### config.mk
export PLATFORM = sky130hd
export DESIGN_NAME = sec_rtc
export DESIGN_NICKNAME = d
export VERILOG_FILES = /design/src/rtl/sec_rtc_pkg.sv /design/src/rtl/sec_rtc_decode.sv /design/src/rtl/sec_rtc_counter.sv /design/src/rtl/sec_rtc_alarm.sv /design/src/rtl/sec_rtc.sv
export SDC_FILE = /design/constraint.sdc
export NUM_CORES = 1
export LEC_CHECK = 0
export ABC_AREA = 1
export BUFFER_PORTS_ARGS = -buffer_cell sky130_fd_sc_hd__buf_2
export CAP_MARGIN = 20
export CORE_MARGIN = 5
export CORE_UTILIZATION = 60
export DETAILED_ROUTE_END_ITERATION = 8
export GPL_TIMING_DRIVEN = 0
export PLACE_DENSITY = 0.84
export SLEW_MARGIN = 20
export SYNTH_ARGS = -nofsm -noshare
export SYNTH_HDL_FRONTEND = slang
export SYNTH_SLANG_ARGS = --single-unit
### constraint.sdc
create_clock -name clk_i -period 2.67 [get_ports clk_i]
set_input_delay 0.267 -clock clk_i [delete_from_list [all_inputs] [get_ports clk_i]]
set_output_delay 0.267 -clock clk_i [all_outputs]
set_load 0.05 [all_outputs]
### src/rtl/sec_rtc_pkg.sv
package sec_rtc_pkg;
  localparam int unsigned AW = 12;
  localparam int unsigned DW = 32;

  localparam logic [AW-1:0] OFS_SEC   = 12'h000;
  localparam logic [AW-1:0] OFS_ALARM = 12'h004;
  localparam logic [AW-1:0] OFS_FLAG  = 12'h008;
  localparam logic [AW-1:0] OFS_LOAD  = 12'h00C;
  localparam logic [AW-1:0] OFS_REL   = 12'h010;
  localparam logic [AW-1:0] OFS_MASK  = 12'hFD8;
  localparam logic [AW-1:0] OFS_IDENT = 12'hFE0;

  localparam logic [1:0] SIZE_WORD = 2'b10;

  typedef enum logic [2:0] {
    RD_NONE, RD_SEC, RD_ALARM, RD_FLAG, RD_REL, RD_IDENT, RD_MASK
  } rd_sel_e;

  typedef struct packed {
    logic alarm;
    logic flag;
    logic load;
    logic rel;
  } wr_strb_t;
endpackage

### src/rtl/sec_rtc_decode.sv
module sec_rtc_decode
  import sec_rtc_pkg::*;
(
  input  logic          acc_i,
  input  logic          write_i,
  input  logic [AW-1:0] addr_i,
  input  logic [1:0]    size_i,
  output logic          err_o,
  output rd_sel_e       rd_sel_o,
  output wr_strb_t      wr_o
);
  logic legal;

  always_comb begin
    legal    = 1'b0;
    rd_sel_o = RD_NONE;
    wr_o     = '0;
    unique case (addr_i)
      OFS_SEC:   begin legal = !write_i; rd_sel_o = RD_SEC; end
      OFS_ALARM: begin legal = 1'b1; rd_sel_o = RD_ALARM; wr_o.alarm = write_i; end
      OFS_FLAG:  begin legal = 1'b1; rd_sel_o = RD_FLAG;  wr_o.flag  = write_i; end
      OFS_LOAD:  begin legal = write_i; wr_o.load = write_i; end
      OFS_REL:   begin legal = 1'b1; rd_sel_o = RD_REL;   wr_o.rel   = write_i; end
      OFS_IDENT: begin legal = !write_i; rd_sel_o = RD_IDENT; end
      OFS_MASK:  begin legal = !write_i; rd_sel_o = RD_MASK; end
      default:   legal = 1'b0;
    endcase
    if (size_i != SIZE_WORD) legal = 1'b0;
    err_o = acc_i && !legal;
    if (!acc_i || !legal) begin
      rd_sel_o = RD_NONE;
      wr_o     = '0;
    end
    if (write_i) rd_sel_o = RD_NONE;
  end
endmodule

### src/rtl/sec_rtc_counter.sv
module sec_rtc_counter #(
  parameter int unsigned WIDTH = 32
) (
  input  logic             clk_i,
  input  logic             rst_ni,
  input  logic             tick_i,
  input  logic             load_we_i,
  input  logic             rel_we_i,
  input  logic [WIDTH-1:0] wdata_i,
  output logic [WIDTH-1:0] sec_o,
  output logic [WIDTH-1:0] rel_o,
  output logic             step_o,
  output logic [WIDTH-1:0] sec_nxt_o
);
  logic [WIDTH-1:0] sec_q, base_q;

  assign step_o    = tick_i && !load_we_i;  // preset beats the tick
  assign sec_nxt_o = sec_q + 1'b1;

  always_ff @(posedge clk_i or negedge rst_ni) begin
    if (!rst_ni) begin
      sec_q  <= '0;
      base_q <= '0;
    end else begin
      if (load_we_i)   sec_q <= wdata_i;
      else if (tick_i) sec_q <= sec_nxt_o;
      if (rel_we_i)    base_q <= sec_q;
    end
  end

  assign sec_o = sec_q;
  assign rel_o = sec_q - base_q;
endmodule

### src/rtl/sec_rtc_alarm.sv
module sec_rtc_alarm #(
  parameter int unsigned WIDTH = 32
) (
  input  logic             clk_i,
  input  logic             rst_ni,
  input  logic             alarm_we_i,
  input  logic             flag_we_i,
  input  logic [WIDTH-1:0] wdata_i,
  input  logic             step_i,
  input  logic [WIDTH-1:0] sec_nxt_i,
  output logic [WIDTH-1:0] alarm_o,
  output logic             flag_o
);
  logic [WIDTH-1:0] alarm_q;
  logic             flag_q;
  logic             hit;

  assign hit = step_i && (sec_nxt_i == alarm_q);

  always_ff @(posedge clk_i or negedge rst_ni) begin
    if (!rst_ni) begin
      alarm_q <= '0;
      flag_q  <= 1'b0;
    end else begin
      if (alarm_we_i) alarm_q <= wdata_i;
      if (flag_we_i)  flag_q  <= |wdata_i;  // software write wins over a match
      else if (hit)   flag_q  <= 1'b1;
    end
  end

  assign alarm_o = alarm_q;
  assign flag_o  = flag_q;
endmodule

### src/rtl/sec_rtc.sv
module sec_rtc
  import sec_rtc_pkg::*;
#(
  parameter logic [DW-1:0] IDENT_WORD = 32'h0004_1030,
  parameter logic [DW-1:0] MASK_WORD  = 32'h000F_FFFF
) (
  input  logic          clk_i,
  input  logic          rst_ni,
  input  logic          tick_i,
  input  logic          psel_i,
  input  logic          penable_i,
  input  logic          pwrite_i,
  input  logic [AW-1:0] paddr_i,
  input  logic [1:0]    psize_i,
  input  logic [DW-1:0] pwdata_i,
  output logic [DW-1:0] prdata_o,
  output logic          pready_o,
  output logic          pslverr_o,
  output logic          irq_o
);
  logic          acc;
  rd_sel_e       rd_sel;
  wr_strb_t      wr;
  logic [DW-1:0] sec_w, rel_w, sec_nxt_w, alarm_w;
  logic          step_w, flag_w;

  assign acc = psel_i && penable_i;

  sec_rtc_decode i_decode (
    .acc_i    (acc),
    .write_i  (pwrite_i),
    .addr_i   (paddr_i),
    .size_i   (psize_i),
    .err_o    (pslverr_o),
    .rd_sel_o (rd_sel),
    .wr_o     (wr)
  );

  sec_rtc_counter #(.WIDTH(DW)) i_counter (
    .clk_i     (clk_i),
    .rst_ni    (rst_ni),
    .tick_i    (tick_i),
    .load_we_i (wr.load),
    .rel_we_i  (wr.rel),
    .wdata_i   (pwdata_i),
    .sec_o     (sec_w),
    .rel_o     (rel_w),
    .step_o    (step_w),
    .sec_nxt_o (sec_nxt_w)
  );

  sec_rtc_alarm #(.WIDTH(DW)) i_alarm (
    .clk_i      (clk_i),
    .rst_ni     (rst_ni),
    .alarm_we_i (wr.alarm),
    .flag_we_i  (wr.flag),
    .wdata_i    (pwdata_i),
    .step_i     (step_w),
    .sec_nxt_i  (sec_nxt_w),
    .alarm_o    (alarm_w),
    .flag_o     (flag_w)
  );

  always_comb begin
    unique case (rd_sel)
      RD_SEC:   prdata_o = sec_w;
      RD_ALARM: prdata_o = alarm_w;
      RD_FLAG:  prdata_o = {{(DW-1){1'b0}}, flag_w};
      RD_REL:   prdata_o = rel_w;
      RD_IDENT: prdata_o = IDENT_WORD;
      RD_MASK:  prdata_o = MASK_WORD;
      default:  prdata_o = '0;
    endcase
  end

  assign pready_o = 1'b1;
  assign irq_o    = flag_w;
endmodule

==> results of run 1 <==
area by class of cell:
class                   count  area, sq um
inverters                 177        679.4
well taps                 180        225.2
multi-input cells         986         5997
flip-flops and latches     97         2459
fillers                   923         2614
repair buffers            161         1281
clock buffers               9        225.2
clock inverters             7        61.31
plain buffers              29        177.7
path summary, 6_finish.rpt:
kind	to	slack, ps
max	prdata_o[20]	-530
min	i_alarm.alarm_o[24]	200
max reg2reg	i_alarm.flag_o	50
min reg2reg	i_counter.base_q[19]	490
max in group asynchronous	i_counter.sec_o[20]	1640
min in group asynchronous	i_alarm.alarm_o[1]	400
per-layer routing:
metal,GRT usage (%),wire (microns),vias up
li1,-,-,4557
met1,52.89,13100,4687
met2,60.20,15050,777
met3,8.375,4020,185
met4,17.10,1937,0
met5,0,0,-
metrics by stage:
step	power [uW]	utilization [%]
after floorplan	3494	-
after global placement	4133	65.54
after detailed placement	4158	65.78
after CTS	6278	75.79
after global routing	7450	80.95
final	7157	80.95
cell usage in the layout, fill, tap and decap left out, drive strengths merged, types with 21 or more instances in the layout:
| master | n |
|---|---|
| ha | 32 |
| o221ai | 32 |
| nand4 | 28 |
| dfrtp | 97 |
| o21ai | 106 |
| inv | 179 |
| nor2 | 123 |
| buf | 177 |
| clkbuf | 21 |
| nand2 | 447 |
| nand3 | 75 |
| a21oi | 36 |
logic make-up after synthesis:
family                     share of synthesized area, %
adders and majority gates                         5.059
buffers and inverters                             10.04
AOI/OAI and AO/OA                                 15.33
DFF                                               29.21
and+or+nand+nor                                   36.64
muxes                                            0.1355
other                                           0.04513
xor gates and xnor gates                          3.539
registers in the layout, indices dropped and copies added, names as in the netlist:
name and count:
i_counter.sec_o 32, i_alarm.alarm_o 32, i_alarm.flag_o 1, i_counter.base_q 32
report_power, final:
group	total, uW	switching [uW]	internal [uW]	leakage [uW]
clock network	1290	638	653	0.000140
registers	1810	232	1580	0.00129
logic	4050	2320	1740	0.00375
repair_timing:
item | in CTS | in global routing
hold endpoints to repair | 48 | 0
buffers inserted | 45 | 31
endpoints found under the setup margin | 33 | 33
gates resized for setup | 180 | 132
pin swaps | 46 | 69
hold buffers | 1 | 0
worst max-delay path: stages (launching register included):
cell      delay [ps]
dfrtp_1          390
buf_6            130
inv_8             50
ha_4             130
inv_2             50
fa_2             350
nand3_2           80
nand2_2           60
nand2_2           80
o211ai_1         200
nand3_1          180
nand2_2          110
a31oi_1          220
xnor2_1          160
nand2_1           90
nand3_1          110
buf_6            170
==> results.md, run 1 <==
* Outcome: finished with violations
* Failing checks: setup timing
* RSZ-0062 raised after global routing: yes
* Fin Hold WS at 197.2 ps
* GRT Total Usage at 38.95%
* Cell variety after synth at 49
* Share of cells above drive strength 1 at 27.42%
* Max Buffers Root-to-Sink at 2
* CP Capture Type: primary output
* Yosys top cell by area: dfrtp_1
* Post-Layout Cell Count at 1646
* Setup TNS at -7425 ps
* Ant diodes at 0
* DIE AREA at 16300 sq um
* CP Class: register to primary output
* Clock-pin slew on the worst setup and hold paths at 80 ps
* Max_slew headroom at 65.98%
* P_leak at 0.005180 uW
* DP Area at 9025 sq um
* Post-DRT Antenna Nets at 0
* Top-count cell post-synth: nand2_1
* Syn nets at 1374
* Area growth, synth to finish at 33.66%
* Placed Cells at 1555
* Seq cells post-synth at 97
* Vias at roughly 10k
* Crit path from: i_counter.sec_o[0]
* Worst Path Arrival at between 2000 and 3000 ps
* Port Buf Inserts at 85
* TritonCTS clock tree: yes
* Final Cell Area at 11110 sq um
* Vias in the first global route at 9313
* Pins Over Slew Limit at 0
* Die width at 127.7 microns
* Core ar. at 13720 sq um
* Drc violations at 0
* Final clock skew at 7.813 ps
* R2r startpoint: i_counter.sec_o[1]
* Top FF cell, synth: dfrtp_1
* R2r worst-path depth at 14
* Initial antenna violation count at 0
* Synth Cell Area at 8309 sq um
* Post-synth EDFFs at 0
* I/O pin count at 87
* PD cells at 644.4 nW/um^2
* Detail Placement HPWL at 23.48 mm
* Startpoint types: register
* Hold Crit Depth at 3
* Largest net degree at the start of global routing at 50
* Worst-Skew Late Latency at 350 ps
* Warnings from Yosys at 0
* Row cnt at 43
* GR Overflow Total at 0
* Async S/R FF share, synth at 100.0%
* DR pass1 iterations at 6
* Fin crit period at 3205 ps
* Initial DRC count at ~1.2k
* Mapped Cells at 1289
* Clock root buffer: clkbuf_16
* Worst setup slack after layout at -534.7 ps
* Pre-CTS worst setup slack at -322.3 ps
* Avg Cell Area, Syn at between 6 and 7 sq um
* Hold Vio Cnt, Final at 0
* Synth top area cells: dfrtp_1 29%, nand2_1 20%, inv_1 7.7%
* Die Ht at ~130 microns
* GPL Wtd Cong at 1.037
* Initial core utilization at roughly three fifths
* Final-report setup violation count at 26
* Cts bufs inserted at 9
* Routed WL at 34.10 mm
* Area fraction of the dominant cell type after synthesis at 29.21%
* Crit Path Max Fanout at 4
* Max-cap viol count at 0
* Final period util at 120.0%
* Vias per inst at roughly 6.2
* CTS Sinks at 97
* Worst path required time at between 2000 and 2500 ps
* Top cells by count, synth: 441 x nand2_1, 171 x inv_1, 113 x nor2_1, 97 x dfrtp_1, 91 x o21ai_0
* DR WL/cell at 20.72 microns
* Fmax at 0.3120 GHz
* Register area share after synthesis at 29.21%
* Fin nets at 1546
* Worst hold path class: primary input to register
* H-Tree Depth at 3
* Tightest Pin Transition at 505.7 ps
* First-pass GRT wire length at between 40 and 50 mm
* Peak supply drop at 0.4552 mV
* Hold Startpoint: pwdata_i[24]
Note: power is estimated with default switching activity, not from simulation.
==> run 2, diff against run 1 <==
--- a/config.mk
+++ b/config.mk
@@ -5,14 +5,13 @@
 export SDC_FILE = /design/constraint.sdc
 export NUM_CORES = 1
 export LEC_CHECK = 0
-export ABC_AREA = 1
 export BUFFER_PORTS_ARGS = -buffer_cell sky130_fd_sc_hd__buf_2
 export CAP_MARGIN = 20
 export CORE_MARGIN = 5
-export CORE_UTILIZATION = 60
+export CORE_UTILIZATION = 54
 export DETAILED_ROUTE_END_ITERATION = 8
 export GPL_TIMING_DRIVEN = 0
-export PLACE_DENSITY = 0.84
+export PLACE_DENSITY = 0.77
 export SLEW_MARGIN = 20
 export SYNTH_ARGS = -nofsm -noshare
 export SYNTH_HDL_FRONTEND = slang
==> constraint.sdc (replaced) <==
create_clock -name clk_i -period 2.85 [get_ports clk_i]
set_input_delay 0.285 -clock clk_i [delete_from_list [all_inputs] [get_ports clk_i]]
set_output_delay 0.285 -clock clk_i [all_outputs]
set_load 0.05 [all_outputs]
==> run 2 against run 1 <==
Against the previous run: the flow still finishes with violations (setup timing); highest routed layer unchanged; hold slack worse by 6.1 ps; final cell count fell by 23%; final area decreased by 3.9%; critical endpoint is now prdata_o[28]; register-to-register slack worse by 30 ps; clock power about the same; synthesized area fell by 5.7%; clock skew is 1.6 ps higher; wire length decreased by 20%; count of clock-buffer cells in the layout up 4; critical path type unchanged.
==> results.md, run 2 <==
* Most used cell along the critical path: a21o_1
* PD cells at 509.5 nW/um^2 (-21%)
* I/O pin count at 87 (unchanged)
* Final period util at 142.0%
* Async S/R FF share, synth at 100.0% (unchanged)
* Sequential power share at 27.1% (+1.8 points)
* Comb pwr share at 49.7% (-6.9 points)
* Top FF cell, synth: dfrtp_1
* Seq cells post-synth at 97 (unchanged)
* Cell breakdown of the critical path: clkbuf_8, inv_4, ha_4, inv_2, fa_2, a21o_1, a21o_1, a211oi_4, o211ai_1, nand4_1, a21oi_2, or4b_4, a31oi_1, a221o_2, buf_8
* Avg Cell Area, Syn at 8.490 sq um (+32%)
* Fin nets at 1165 (-25%)
* Peak supply drop at 0.3865 mV (-15%)
* Vias at 8149 (-20%)
* CP Capture Type: primary output
* Mapped Cells at 923 (-28%)
* Vias per inst at 6.422 (+3.6%)
* Tightest Pin Transition at 708.0 ps (+202.3 ps)
* Vias in the first global route at 7737 (-17%)
* Top cells by count, synth: 101 x nor2_1, 97 x dfrtp_1, 67 x nand2_1, 62 x a21oi_1, 57 x mux2_2
* Crit path buf inv count at 4 (unchanged)
* Met2 Usage GRT at 50.06% (-10 points)
* DIE AREA at 17020 sq um (+4.4%)
* Busiest grt layer: met2
* Hold Vio Cnt, Final at 0 (unchanged)
* DR pass1 iterations at 5 (-1)
* Max Buffers Root-to-Sink at 2 (unchanged)
* GR Overflow Total at 0 (unchanged)
* GPL Wtd Cong at 0.9533 (-8.1%)
* Area growth, synth to finish at 36.24%
* Initial antenna violation count at 0 (unchanged)
* DR WL/cell at 21.57 microns (+4.1%)
* Setup TNS at -20720 ps (-13300 ps)
* Detail Placement HPWL at 18.49 mm (-21%)
* Failing checks: setup timing
* RSZ-0062 raised after global routing: yes
* Final clock skew at 9.448 ps (+1.635 ps)
* Sw power at 2074 uW (-35%)
* Largest net degree at the start of global routing at 51 (+2.0%)
* Ant diodes at 0 (unchanged)
* Warnings from Yosys at 0 (unchanged)
* Row cnt at 44 (+2.3%)
* Sw Share at 38.13% (-6.4 points)
* Slowest-stage cell, CP: or4b_4
* Syn nets at 1008 (-27%)
* Yosys top cell by area: dfrtp_1
* GRT Total Usage at 31.21% (-7.7 points)
* Worst hold path class: primary input to register
* Worst Path Arrival at 3760 ps (+820 ps)
* # fillers at 967 (+4.8%)
* Synth top area cells: dfrtp_1 31%, mux2_2 8.2%, xnor2_1 6.0%
* Fin crit period at 4047 ps
* Core ar. at 14370 sq um (+4.7%)
* First-pass GRT wire length at 41.12 mm (-17%)
* Die width at 130.5 microns (+2.2%)
* Synth Cell Area at 7836 sq um (-5.7%)
* GR Layer Usage met1 at 42.14% (-11 points)
* CP max stage delay at 500 ps (+110 ps)
* Most frequent cells in the layout: 98 x nor2_1, 93 x dfrtp_1, 64 x nand2_1, 56 x mux2_2, 54 x buf_2
* DP Area at 8999 sq um (-0.29%)
* Register area share after synthesis at 30.98% (+1.8 points)
* Kind of cell adding the most delay to the critical path: compound AO/OA/AOI/OAI gates
* P_leak at 0.004747 uW (-8.4%)
* Startpoint types: register
* Initial core utilization at 54.54% (-6.0 points)
* Cell variety after synth at 77 (+57%)
* Port Buf Inserts at 83 (-2.4%)
* Outcome: finished with violations
* Max_slew headroom at 52.80% (-13 points)
* Pint at 3366 uW (-15%)
* Initial DRC count at 877 (-28%)
* TritonCTS clock tree: yes
* Die Ht at 130.5 microns (+2.2%)
* GR Layer Usage met3 at 4.553% (-3.8 points)
* Pins Over Slew Limit at 0 (unchanged)
* Cts bufs inserted at 9 (unchanged)
* H-Tree Depth at 3 (unchanged)
* Clock-pin slew on the worst setup and hold paths at 70 ps (about the same)
* Drc violations at 0 (unchanged)
* Area fraction of the dominant cell type after synthesis at 30.98% (+1.8 points)
* Final Cell Area at 10680 sq um (-3.9%)
* Crit Path Max Fanout at 3 (-1)
* Top-count cell post-synth: nor2_1
* Commonest non-fill, non-tap cell in the layout: nor2_1
* Final-report setup violation count at 32 (+23%)
* CP Class: register to primary output
* Fmax at 0.2471 GHz
* Worst setup slack after layout at -1197 ps (-662.4 ps)
* CTS Sinks at 97 (unchanged)
* Post-synth EDFFs at 0 (unchanged)
* Clock root buffer: clkbuf_16
* Routed WL at 27.37 mm (-20%)
* Share of cells above drive strength 1 at 34.65% (+7.2 points)
* Clock power share at 23.2% (+5.2 points)
* Post-DRT Antenna Nets at 0 (unchanged)
* Max-cap viol count at 0 (unchanged)
* Worst-Skew Late Latency at 360 ps (about the same)
* Final core occ at 74.30% (-6.6 points)
* Worst path required time at 2570 ps (+170 ps)
[run 2: cell count changes after synthesis, sizes merged, moves of 26 or more]
| cell | change |
|---|---|
| nand2 | -380 |
| inv | -124 |
| mux2 | +59 |
| o21ai | -59 |
| nand3 | -43 |
| xnor2 | +38 |
| xor2 | +32 |
| a21oi | +26 |
[run 2: power groups by stage]
| stage | combinational (uW) | clock [uW] | sequential (uW) |
|---|---|---|---|
| 4_1_cts | 2270 | 1250 | 1470 |
| 3_3_place_gp | 1770 | 0 | 1500 |
| 2_1_floorplan | 1380 | 0 | 1490 |
| 6_report | 2700 | 1260 | 1470 |
| 3_5_place_dp | 1800 | 0 | 1510 |
| 5_1_grt | 2870 | 1330 | 1480 |
[run 2: cell type report]
class	count	area, sq um	area share, %
Timing Repair Buffer	147	1251	11.72
Multi-Input combinational cell	725	5956	55.78
Tap cell	184	230.2	2.156
Sequential cell	97	2432	22.78
Buffer	49	320.3	3.000
Inverter	51	196.4	1.840
Clock buffer	13	250.2	2.344
Clock inverter	3	40.04	0.3750
[run 2: stage by stage]
stage	worst slack, ps	power (uW)	instances	hold WS, ps
after floorplan	-564.0	2874	923	-10.59
after global routing	-1292	5680	1269	193.0
after CTS	-1128	4990	1253	188.9
after global placement	-846.2	3275	1190	463.0
after detailed placement	-915.8	3314	1191	268.7
final	-1197	5440	1269	191.1
[run 2: timing repair]
item,4_1_cts,5_1_grt
buffers inserted,43,19
setup endpoints to repair,54,42
hold endpoints to repair,49,0
cloned,2,0
hold buffers,1,0
pin swaps,47,59
resized for setup,136,80
[run 2: final timing paths]
kind	depth (start not counted)	from	slack [ps]	end
worst max-delay path	15	i_counter.sec_o[0]	-1200	prdata_o[28]
worst min-delay path	2	pwdata_i[0]	190	i_alarm.alarm_o[0]
worst max register to register	11	i_counter.sec_o[9]	20	i_alarm.flag_o
worst min register to register	2	i_counter.base_q[24]	480	i_counter.base_q[24]
max in group asynchronous	3	rst_ni	1760	i_counter.sec_o[22]
min in group asynchronous	2	rst_ni	420	i_counter.base_q[2]
[run 2: cells by family after synthesis]
logic type	Yosys count	share of synthesized area, %
adders and majority gates	33	5.365
muxes	66	9.389
other	1	0.04785
DFF	97	30.98
AOI/OAI and AO/OA	204	17.05
and+or+nand+nor	320	20.63
xor gates and xnor gates	101	11.29
buffers and inverters	101	5.253
[run 2: per-layer routing]
metal  up-vias  wire length (microns)
met5         -                      0
met4         0                   1081
met3        97                   2396
met2       479                  13100
met1      3930                  10800
li1       3643                      -
